`config.mk`:
```
export PLATFORM = sky130hd
export DESIGN_NAME = psram_ctrl
export DESIGN_NICKNAME = d
export VERILOG_FILES = /design/src/rtl/psram_pkg.sv /design/src/rtl/psram_timer.sv /design/src/rtl/psram_datapath.sv /design/src/rtl/psram_ctrl.sv
export SDC_FILE = /design/constraint.sdc
export NUM_CORES = 1
export LEC_CHECK = 0
export ABC_AREA = 1
export BUFFER_PORTS_ARGS = -buffer_cell sky130_fd_sc_hd__buf_4
export CAP_MARGIN = 20
export CORE_ASPECT_RATIO = 1.5
export CORE_UTILIZATION = 45
export CTS_BUF_LIST = sky130_fd_sc_hd__clkbuf_8
export DETAILED_ROUTE_END_ITERATION = 12
export GPL_TIMING_DRIVEN = 0
export PLACE_DENSITY = 0.74
export SETUP_SLACK_MARGIN = 0.02
export SLEW_MARGIN = 10
export SYNTH_ARGS = -nofsm -noshare
export SYNTH_HDL_FRONTEND = slang
export SYNTH_SLANG_ARGS = --single-unit
```
`constraint.sdc`:
```
create_clock -name clk -period 2.7 [get_ports clk]
set_input_delay 0.81 -clock clk [delete_from_list [all_inputs] [get_ports clk]]
set_output_delay 0.81 -clock clk [all_outputs]
set_load 0.01 [all_outputs]
```
`src/rtl/psram_pkg.sv`:
```
`timescale 1ns/1ps
package psram_pkg;

    typedef enum logic [2:0] {
        ST_IDLE,
        ST_RD_SETUP,
        ST_RD_ACCESS,
        ST_RD_DONE,
        ST_WR_SETUP,
        ST_WR_PULSE,
        ST_WR_HOLD
    } psram_state_e;

    // nanoseconds to clock cycles, rounded up
    function automatic int ns_to_cyc(input int ns, input int period_ns);
        return (ns + period_ns - 1) / period_ns;
    endfunction

    function automatic int max2(input int a, input int b);
        return (a > b) ? a : b;
    endfunction

    // timing limits per speed grade (grade given as its cycle time in ns)
    function automatic int t_cycle(input int grade);
        return grade;
    endfunction

    function automatic int t_we_pulse(input int grade);
        return (grade >= 70) ? 45 : 40;
    endfunction

    function automatic int t_ce_to_end(input int grade);
        return (grade >= 70) ? 60 : 45;
    endfunction

    function automatic int t_addr_to_end(input int grade);
        return (grade >= 70) ? 55 : 45;
    endfunction

    localparam int T_BUS_RELEASE_NS = 25;

endpackage

```
`src/rtl/psram_timer.sv`:
```
`timescale 1ns/1ps
module psram_timer #(
    parameter int CW = 8
) (
    input  logic          clk,
    input  logic          rst_n,
    input  logic          load,
    input  logic [CW-1:0] load_val,
    output logic          zero
);
    logic [CW-1:0] cnt_q;

    always_ff @(posedge clk or negedge rst_n) begin
        if (!rst_n) begin
            cnt_q <= '0;
        end else if (load) begin
            cnt_q <= load_val;
        end else if (cnt_q != '0) begin
            cnt_q <= cnt_q - 1'b1;
        end
    end

    assign zero = (cnt_q == '0);
endmodule

```
`src/rtl/psram_datapath.sv`:
```
`timescale 1ns/1ps
module psram_datapath #(
    parameter int ADDR_W = 18,
    parameter int DATA_W = 16,
    parameter int LANES  = DATA_W / 8
) (
    input  logic              clk,
    input  logic              rst_n,
    input  logic              accept,
    input  logic              capture,
    input  logic [ADDR_W-1:0] in_addr,
    input  logic [LANES-1:0]  in_be,
    input  logic [DATA_W-1:0] in_wdata,
    input  logic [DATA_W-1:0] dq_in,
    output logic [ADDR_W-1:0] addr_q,
    output logic [LANES-1:0]  be_q,
    output logic [DATA_W-1:0] wdata_q,
    output logic [DATA_W-1:0] rdata_q
);
    always_ff @(posedge clk or negedge rst_n) begin
        if (!rst_n) begin
            addr_q  <= '0;
            be_q    <= '0;
            wdata_q <= '0;
        end else if (accept) begin
            addr_q  <= in_addr;
            be_q    <= in_be;
            wdata_q <= in_wdata;
        end
    end

    for (genvar l = 0; l < LANES; l++) begin : g_lane
        always_ff @(posedge clk or negedge rst_n) begin
            if (!rst_n) begin
                rdata_q[l*8 +: 8] <= '0;
            end else if (capture) begin
                rdata_q[l*8 +: 8] <= be_q[l] ? dq_in[l*8 +: 8] : 8'h00;
            end
        end
    end
endmodule

```
`src/rtl/psram_ctrl.sv`:
```
`timescale 1ns/1ps
module psram_ctrl
    import psram_pkg::*;
#(
    parameter int CLK_PERIOD_NS  = 10,
    parameter int SPEED_GRADE_NS = 70,
    parameter int ADDR_W         = 18,
    parameter int DATA_W         = 16
) (
    input  logic              clk,
    input  logic              rst_n,
    input  logic              req,
    input  logic              req_we,
    input  logic [ADDR_W-1:0] req_addr,
    input  logic [1:0]        req_be,
    input  logic [DATA_W-1:0] req_wdata,
    output logic              ack,
    output logic [DATA_W-1:0] rd_data,
    output logic [ADDR_W-1:0] mem_addr,
    output logic              mem_ce_n,
    output logic              mem_oe_n,
    output logic              mem_we_n,
    output logic              mem_lb_n,
    output logic              mem_ub_n,
    input  logic [DATA_W-1:0] mem_dq_in,
    output logic [DATA_W-1:0] mem_dq_out,
    output logic              mem_dq_oe
);
    localparam int LANES = DATA_W / 8;
    localparam int N_RD  = max2(1, ns_to_cyc(t_cycle(SPEED_GRADE_NS), CLK_PERIOD_NS));
    localparam int N_WR  = max2(max2(ns_to_cyc(t_ce_to_end(SPEED_GRADE_NS), CLK_PERIOD_NS),
                                     ns_to_cyc(t_addr_to_end(SPEED_GRADE_NS), CLK_PERIOD_NS)),
                                max2(ns_to_cyc(t_we_pulse(SPEED_GRADE_NS), CLK_PERIOD_NS),
                                     max2(1, ns_to_cyc(t_cycle(SPEED_GRADE_NS), CLK_PERIOD_NS) - 2)));
    localparam int N_TA  = ns_to_cyc(T_BUS_RELEASE_NS, CLK_PERIOD_NS);
    localparam int N_MAX = max2(max2(N_RD, N_WR), N_TA);
    localparam int CW    = $clog2(N_MAX + 2);

    psram_state_e state_q, state_d;
    logic         phase_zero, turn_zero;
    logic         phase_load, turn_load;
    logic [CW-1:0] phase_val;
    logic         accept, capture;
    logic [LANES-1:0] be_q, be_next;
    logic [DATA_W-1:0] wdata_q;

    // ---------------- next-state logic ----------------
    always_comb begin
        state_d    = state_q;
        phase_load = 1'b0;
        phase_val  = '0;
        turn_load  = 1'b0;
        capture    = 1'b0;
        unique case (state_q)
            ST_IDLE: begin
                if (req && !req_we) begin
                    state_d = ST_RD_SETUP;
                end else if (req && req_we && turn_zero) begin
                    state_d = ST_WR_SETUP;
                end
            end
            ST_RD_SETUP: begin
                state_d    = ST_RD_ACCESS;
                phase_load = 1'b1;
                phase_val  = CW'(N_RD - 1);
            end
            ST_RD_ACCESS: begin
                if (phase_zero) begin
                    state_d   = ST_RD_DONE;
                    capture   = 1'b1;
                    turn_load = 1'b1;
                end
            end
            ST_RD_DONE:  state_d = ST_IDLE;
            ST_WR_SETUP: begin
                state_d    = ST_WR_PULSE;
                phase_load = 1'b1;
                phase_val  = CW'(N_WR - 1);
            end
            ST_WR_PULSE: begin
                if (phase_zero) state_d = ST_WR_HOLD;
            end
            ST_WR_HOLD:  state_d = ST_IDLE;
            default:     state_d = ST_IDLE;
        endcase
    end

    assign accept  = (state_q == ST_IDLE) && (state_d != ST_IDLE);
    assign be_next = accept ? req_be : be_q;

    // ---------------- state register ----------------
    always_ff @(posedge clk or negedge rst_n) begin
        if (!rst_n) state_q <= ST_IDLE;
        else        state_q <= state_d;
    end

    // ---------------- registered memory-side outputs ----------------
    always_ff @(posedge clk or negedge rst_n) begin
        if (!rst_n) begin
            mem_ce_n  <= 1'b1;
            mem_oe_n  <= 1'b1;
            mem_we_n  <= 1'b1;
            mem_lb_n  <= 1'b1;
            mem_ub_n  <= 1'b1;
            mem_dq_oe <= 1'b0;
            ack       <= 1'b0;
        end else begin
            mem_ce_n  <= 1'b1;
            mem_oe_n  <= 1'b1;
            mem_we_n  <= 1'b1;
            mem_lb_n  <= 1'b1;
            mem_ub_n  <= 1'b1;
            mem_dq_oe <= 1'b0;
            ack       <= 1'b0;
            unique case (state_d)
                ST_IDLE: ;
                ST_RD_SETUP, ST_WR_SETUP: begin
                    mem_lb_n <= !be_next[0];
                    mem_ub_n <= !be_next[1];
                end
                ST_RD_ACCESS: begin
                    mem_ce_n <= 1'b0;
                    mem_oe_n <= 1'b0;
                    mem_lb_n <= !be_next[0];
                    mem_ub_n <= !be_next[1];
                end
                ST_RD_DONE: ack <= 1'b1;
                ST_WR_PULSE: begin
                    mem_ce_n  <= 1'b0;
                    mem_we_n  <= 1'b0;
                    mem_dq_oe <= 1'b1;
                    mem_lb_n  <= !be_next[0];
                    mem_ub_n  <= !be_next[1];
                end
                ST_WR_HOLD: begin
                    mem_dq_oe <= 1'b1;
                    mem_lb_n  <= !be_next[0];
                    mem_ub_n  <= !be_next[1];
                    ack       <= 1'b1;
                end
                default: ;
            endcase
        end
    end

    // ---------------- sub-blocks ----------------
    psram_timer #(.CW(CW)) i_phase_timer (
        .clk(clk), .rst_n(rst_n), .load(phase_load), .load_val(phase_val), .zero(phase_zero)
    );

    psram_timer #(.CW(CW)) i_turn_timer (
        .clk(clk), .rst_n(rst_n), .load(turn_load), .load_val(CW'(N_TA)), .zero(turn_zero)
    );

    psram_datapath #(.ADDR_W(ADDR_W), .DATA_W(DATA_W), .LANES(LANES)) i_datapath (
        .clk(clk), .rst_n(rst_n), .accept(accept), .capture(capture),
        .in_addr(req_addr), .in_be(req_be), .in_wdata(req_wdata), .dq_in(mem_dq_in),
        .addr_q(mem_addr), .be_q(be_q), .wdata_q(wdata_q), .rdata_q(rd_data)
    );

    assign mem_dq_out = wdata_q;

    // ---------------- assertions ----------------
    logic [CW-1:0] oe_gap_q;
    always_ff @(posedge clk or negedge rst_n) begin
        if (!rst_n)                     oe_gap_q <= CW'(N_TA);
        else if (!mem_oe_n)             oe_gap_q <= '0;
        else if (oe_gap_q != CW'(N_TA)) oe_gap_q <= oe_gap_q + 1'b1;
    end


    addr_before_ce_chk: assert property (@(posedge clk) disable iff (!rst_n)
        $fell(mem_ce_n) |-> ($stable(mem_addr) && $past(!mem_lb_n || !mem_ub_n)));


    addr_hold_ce_chk: assert property (@(posedge clk) disable iff (!rst_n)
        (!mem_ce_n && $past(!mem_ce_n)) |-> $stable(mem_addr));


    rd_ack_chk: assert property (@(posedge clk) disable iff (!rst_n)
        $rose(mem_oe_n) |-> (ack && mem_ce_n));


    we_window_chk: assert property (@(posedge clk) disable iff (!rst_n)
        !mem_we_n |-> (!mem_ce_n && mem_dq_oe && mem_oe_n));


    wr_hold_chk: assert property (@(posedge clk) disable iff (!rst_n)
        $rose(mem_we_n) |-> ($stable(mem_addr) && $stable(mem_dq_out) && mem_dq_oe && ack));


    no_contention_chk: assert property (@(posedge clk) disable iff (!rst_n)
        !(mem_dq_oe && !mem_oe_n));


    turnaround_chk: assert property (@(posedge clk) disable iff (!rst_n)
        $rose(mem_dq_oe) |-> (oe_gap_q >= CW'(N_TA)));


    ack_pulse_chk: assert property (@(posedge clk) disable iff (!rst_n)
        ack |=> !ack);
endmodule

```
== Word-level counts from Yosys, hierarchy flattened ==
Index checks and enable logic that the tools add are counted.
Word-level totals
  register bits: 70
  latch bits: 0
  bits in writable memories: 0
  memory bits (read-only): 0
  bits of input ports: 56
  output and inout port bits: 57
  logic and storage cells: 70
  memories: 0
Cells by class
  $add $sub $neg: 2
  multiply operators: 0
  divide/modulo/power cells: 0
  magnitude comparators: 0
  equal/unequal tests: 10
  shifts and indexed selects: 0
  multiplexer cells: 23
  bitwise gates (word level): 0
  reduce and logical (&&, ||, !) cells: 20
Operators with widths (number)
  4-bit two-way mux: 4
  8-bit two-way mux: 2
  3-bit == test (second input constant): 5
  3-bit case mux with 5 select lines: 1
  3-bit two-way mux: 4
  1-bit two-way mux: 10
  3-bit by 2-bit == test with 1-bit output (second input constant): 3
  4-bit logical NOT: 2
  4-bit nonzero test: 2
  2-bit OR reduction: 4
  4-bit by 1-bit subtractor with 4-bit output (second input constant): 2
  3-bit by 1-bit == test with 1-bit output (second input constant): 2
  3-bit case mux with 2 select lines: 1
  5-bit OR reduction: 1
  1-bit logical AND: 4
  2-bit nonzero test: 2
  1-bit logical NOT: 3
  3-bit logical NOT: 1
  3-bit nonzero test: 1
  2-bit two-way mux: 1

== Logic depth before layout (Yosys ltp) ==
  depth after elaboration: 10
  gate-level depth with buffers: 12
  mapped depth without buffers: 11

== Modules after synthesis ==
A second synthesis with hierarchy kept.
Unflattened totals
  cells, all modules: 356
  area, all modules: 3105.5 um^2
Modules (own cells, without submodules)
  psram_datapath: instances 1, cells each 222, area each 2060.7 um^2, sequential area each 1301.2 um^2
  psram_ctrl: instances 1, cells each 66, area each 559.3 um^2, sequential area each 256.5 um^2
  psram_timer: instances 2, cells each 34, area each 242.7 um^2, sequential area each 100.1 um^2

== Worst setup path before layout ==
No wires, ideal clock.
  kind: input -> register
  from: input req
  to: register i_datapath.be_q[0]
  library setup time: 0.118 ns
  arrival time: 1.561 ns
  required time: 2.582 ns
  slack: 1.021 ns
  stages: 10
  buffers on the path: 1
  cells stage by stage: nand2_1 nor2_1 nand2_2 nand2_2 nor2_2 nand2_4 nand2_4 buf_6 nand2_1 o21ai_2
Between the ends
  longest elaborated chain between the ends: 8
  elaborated cells on any way between the ends: 9
  those cells by class: mux (4); reduce/logical (5)
Ends and longest elaborated chain
  start: declaration: line psram_ctrl.sv:12  | input logic req,
  1-bit logical AND (2 in series): line psram_ctrl.sv:58  | end else if (req && req_we && turn_zero) begin
  3-bit two-way mux: line psram_ctrl.sv:58
  3-bit two-way mux (*): line psram_ctrl.sv:56  | if (req && !req_we) begin
  3-bit case mux with 5 select lines (*): line psram_ctrl.sv:54  | unique case (state_q)
  via state_d[2]: line psram_ctrl.sv:39  | psram_state_e state_q, state_d;
  3-bit nonzero test (*): line psram_ctrl.sv:88  | assign accept = (state_q == ST_IDLE) && (state_d != ST_IDLE);
  1-bit logical AND (*): line psram_ctrl.sv:88
  2-bit two-way mux (*)
  via be_next[0]: line psram_ctrl.sv:44  | logic [LANES-1:0] be_q, be_next;
  end signal: assignment: line psram_datapath.sv:27  | be_q <= in_be;
  end: declaration: line psram_datapath.sv:16  | output logic [LANES-1:0] be_q,
Mark *: on every way through the listed nets, which the timed path passes. The rest lies on a longest branch.
A chain may end at the register's enable or synchronous reset.

== Worst setup path after layout ==
  from: register i_phase_timer.cnt_q[0]
  to: register i_datapath.be_q[0]
Between the ends
  longest elaborated chain between the ends: 6
  elaborated cells on any way between the ends: 7
  those cells by class: mux (4); reduce/logical (3)
Ends and longest elaborated chain
  start: declaration: line psram_timer.sv:11  | logic [CW-1:0] cnt_q;
  start signal: assignment: line psram_timer.sv:17  | cnt_q <= load_val;
  start signal: assignment: line psram_timer.sv:19  | cnt_q <= cnt_q - 1'b1;
  4-bit logical NOT (*): line psram_timer.sv:23  | assign zero = (cnt_q == '0);
  3-bit two-way mux (on tied branches): line psram_ctrl.sv:81, psram_ctrl.sv:68
  3-bit case mux with 5 select lines (*): line psram_ctrl.sv:54
  3-bit nonzero test (*): line psram_ctrl.sv:88
  1-bit logical AND (*): line psram_ctrl.sv:88
  2-bit two-way mux (*)
  via be_next[0]: line psram_ctrl.sv:44
Marks and branches as above.

==> results.yml <==
run_status:
  outcome: "finished, final reports clean"
setup_path:
  rr_worst_depth: 12
  critical_path.reg2reg.endpoint: "i_datapath.be_q[0]"
  cp_data_arrival_time_ps: 2100
  worst-endpoint-required_ps: 2930
  critical_path.endpoint_type: "register"
  rr_startpoint: "i_phase_timer.cnt_q[0]"
  worst_setup_path_start_kind: "register"
  r2r_slack_ps: 830
  timing.critical_path.fanout_max: 10
  worst-setup-path-type: "reg -> reg"
timing:
  final-max-slew-violation-count: 0
  fin_skew_ps: 9.02
  max_freq_mhz: 536
  timing_worst_slew_pin_value_ps: 858
  worst_slack_ps: 833
  finalSetupViolations: 0
  grt_setup_unrepaired: "false"
  fin_crit_sh_pct: 69.1
  post-route-min-period_ps: 1870
  report.final.hold_viol_count: 0
  fin_setup_tns_ps: 0
  max_slew_margin_pct: 42.8
min_path:
  hold_start: "i_datapath.addr_q[8]"
  worstHoldPathType: "reg -> reg"
  hold-path-endpoint: "i_datapath.addr_q[8]"
  worst_hold_path.num_cells: 2
logic_synthesis:
  syn-instance-count: 325
  synth.net_count: 384
  post_synth_mux_area_share_pct: 0
  netlist_area_um2: 2980
  synth.avg_cell_area_um2: 9.16
  synth_top_family_by_area: "simple AND/OR/NAND/NOR gates"
  fraction_of_synthesized_cell_area_in_xor_and_xnor_cells_pct: 0.883
  flip_flop_and_latch_count_after_synthesis: 70
  synth_seq_area_share_pct: 59.1
  yosys.area_share.simple_pct: 27.6
  post_synth_fa_ha_maj_area_fraction_pct: 1.26
  synth.lib_cells_used.distinct: 28
  ys_warnings: 0
  synth_compound_area_share_pct: 5.55
die:
  top_level_ports: 113
  fp.dieArea_um2: 6950
  die_height_um: 102
  num_rows: 35
  initial_core_util_pct: 47.5
  width_of_the_chip_um: 68.4
  core_region_area_um2: 6260
grt:
  grtUsageTotal_pct: 21.6
  grt_overflow: 0
  grt_max_degree: 71
  first_pass_grt_wire_length_mm: 11.0
  antenna_found_initial: 0
  first_global_vias: 2454
final_layout:
  post_route_cells_drive_above_1_share_pct: 35.1
  fin_nets: 507
  flow.area_growth_from_synthesis_pct: 36.7
  antenna_cells: 0
  fillCellCount: 555
clock_network:
  numCtsBuffers: 9
  tritoncts: "yes"
  clkSinkCount: 70
  root_buffer: "sky130_fd_sc_hd__clkbuf_8"
  cts_hold_buffers: 0
  clock_tree.htree_level_count: 3
  post_cts_setup_repair_bufs: 0
  clk_pin_slew_ps: 70
  clk_path_buf_depth: 2
  worst_skew_pair.late_latency_ps: 340
  post_cts_resize_count: 0
pwr:
  p_leak_nw: 2.22
  cellPowerDensity_nw_per_um2: 1260
  vdd_ir_drop_max_mv: 0.705
place:
  io_buffers: 112
  hpwlAfterDp_mm: 5.10
  routabilityCongestion: 0.812
  pre_cts_slack_ps: 708
flow_run:
  drv_cap: 0
detailed_routing:
  wirelength_mm: 6.95
  dr.first_iter.drc_count: 130
  wire_per_inst_um: 13.2
  drt_pass1_iterations: 4
  drc_errors: 0
  postRouteAntennaNets: 0
  via_count: 2564
  via_per_inst: 4.87
how the worst max path moves through the flow:
stage,from,endpoint,slack (ps)
2_1_floorplan,req,i_datapath.be_q[0],1020
3_3_place_gp,req,i_datapath.addr_q[4],780
3_5_place_dp,req,i_datapath.be_q[0],710
4_1_cts,i_phase_timer.cnt_q[0],i_datapath.be_q[0],810
5_1_grt,i_phase_timer.cnt_q[0],i_datapath.wdata_q[4],620
6_report,i_phase_timer.cnt_q[0],i_datapath.be_q[0],830
state kept, by name (all words and copies together) (netlist names), 2 cells and up:
name and count:
i_datapath.addr_q 18, i_datapath.be_q 2, i_datapath.rdata_q 16, i_datapath.wdata_q 16, i_phase_timer.cnt_q 4, i_turn_timer.cnt_q 4
state_q 3
area by class of cell:
| cell class | count | area (µm²) | area share (%) |
|---|---|---|---|
| sequential | 70 | 1760 | 43.2 |
| timing repair buffer | 112 | 841 | 20.7 |
| tap | 74 | 92.6 | 2.28 |
| multi-input combinational | 220 | 1050 | 25.8 |
| inverter | 19 | 71.3 | 1.75 |
| clock buffer | 9 | 124 | 3.04 |
| clock inverter | 7 | 35.0 | 0.861 |
| buffer | 16 | 97.6 | 2.40 |
routing by layer:
layer	wire [µm]	global-route usage, %
met5	0	0
met1	2780	25.1
met4	156	9.94
met2	3680	36.6
met3	329	5.07
power by group:
| group | switching, mW | total [mW] | internal (mW) |
|---|---|---|---|
| registers | 0.257 | 1.81 | 1.55 |
| clock network | 0.376 | 0.696 | 0.320 |
| logic | 1.51 | 2.62 | 1.11 |
metrics by stage:
stage	instance area (µm²)	power (mW)	cells	util [%]	hold slack, ps
finish	4070	5.12	527	65.0	473
global route	4070	5.60	527	65.0	493
CTS	4070	5.18	527	65.0	477
detailed placement	3910	4.48	511	62.4	460
global placement	3910	4.37	511	62.4	457
floorplan	2980	3.43	325	-	461
cell families after synthesis:
logic type	after synthesis
fa+ha+maj	3
compound gates	30
buf+inv	35
xor+xnor	3
simple gates	184
flops	70
placed cells by master (no fill, tap or decap):
master                      count
sky130_fd_sc_hd__nand2_1      115
sky130_fd_sc_hd__buf_4        113
sky130_fd_sc_hd__dfrtp_1       65
sky130_fd_sc_hd__nand3_1       43
sky130_fd_sc_hd__o21ai_0       21
sky130_fd_sc_hd__inv_1         19
sky130_fd_sc_hd__clkbuf_8       9
sky130_fd_sc_hd__nand2_2        6
sky130_fd_sc_hd__nor2_2         5
sky130_fd_sc_hd__clkbuf_1       5
sky130_fd_sc_hd__dfstp_2        5
sky130_fd_sc_hd__nor2_1         4
sky130_fd_sc_hd__a21oi_1        4
sky130_fd_sc_hd__buf_6          4
sky130_fd_sc_hd__inv_2          3
sky130_fd_sc_hd__nand2_4        3
sky130_fd_sc_hd__buf_2          3
sky130_fd_sc_hd__buf_1          3
sky130_fd_sc_hd__nor3_1         3
sky130_fd_sc_hd__ha_1           3
sky130_fd_sc_hd__clkinv_2       3
sky130_fd_sc_hd__nor2_4         2
sky130_fd_sc_hd__nand4_1        2
sky130_fd_sc_hd__o21ai_2        2
sky130_fd_sc_hd__xor2_1         2
sky130_fd_sc_hd__o21ai_1        1
sky130_fd_sc_hd__and2_1         1
sky130_fd_sc_hd__o2111ai_1      1
sky130_fd_sc_hd__o221ai_1       1
sky130_fd_sc_hd__xnor2_1        1
sky130_fd_sc_hd__clkinv_4       1
synthesized netlist by cell type:
library cell	instances	share of area (%)
sky130_fd_sc_hd__buf_4	1	0.25
sky130_fd_sc_hd__nor2_4	2	0.76
sky130_fd_sc_hd__o221ai_1	1	0.29
sky130_fd_sc_hd__nand4_1	2	0.42
sky130_fd_sc_hd__xor2_1	2	0.59
sky130_fd_sc_hd__nand3_1	43	7.2
sky130_fd_sc_hd__a21oi_1	4	0.67
sky130_fd_sc_hd__ha_1	3	1.3
sky130_fd_sc_hd__o21ai_0	21	3.5
sky130_fd_sc_hd__o21ai_1	1	0.17
sky130_fd_sc_hd__nand2_4	3	1.1
sky130_fd_sc_hd__nor2_2	5	1.1
sky130_fd_sc_hd__xnor2_1	1	0.29
sky130_fd_sc_hd__buf_6	4	1.5
sky130_fd_sc_hd__nor2_1	4	0.50
sky130_fd_sc_hd__nand2_1	115	15
sky130_fd_sc_hd__nor3_1	3	0.50
sky130_fd_sc_hd__o21ai_2	2	0.59
sky130_fd_sc_hd__inv_1	16	2.0
sky130_fd_sc_hd__clkbuf_1	5	0.63
sky130_fd_sc_hd__o2111ai_1	1	0.29
sky130_fd_sc_hd__nand2_2	6	1.3
sky130_fd_sc_hd__buf_2	3	0.50
sky130_fd_sc_hd__inv_2	3	0.38
sky130_fd_sc_hd__and2_1	1	0.21
sky130_fd_sc_hd__dfrtp_1	65	55
sky130_fd_sc_hd__buf_1	3	0.38
sky130_fd_sc_hd__dfstp_2	5	4.4
critical path, cell delays in order (launching register included):
cell,delay (ps)
sky130_fd_sc_hd__dfrtp_1,380
sky130_fd_sc_hd__inv_1,90
sky130_fd_sc_hd__ha_1,240
sky130_fd_sc_hd__nand2_1,90
sky130_fd_sc_hd__nor2_2,120
sky130_fd_sc_hd__nand2_2,140
sky130_fd_sc_hd__nand2_2,110
sky130_fd_sc_hd__nor2_4,50
sky130_fd_sc_hd__nand2_4,140
sky130_fd_sc_hd__nand2_4,90
sky130_fd_sc_hd__buf_6,170
sky130_fd_sc_hd__nand2_1,80
sky130_fd_sc_hd__o21ai_2,60
(Power assumes the default switching activity.)
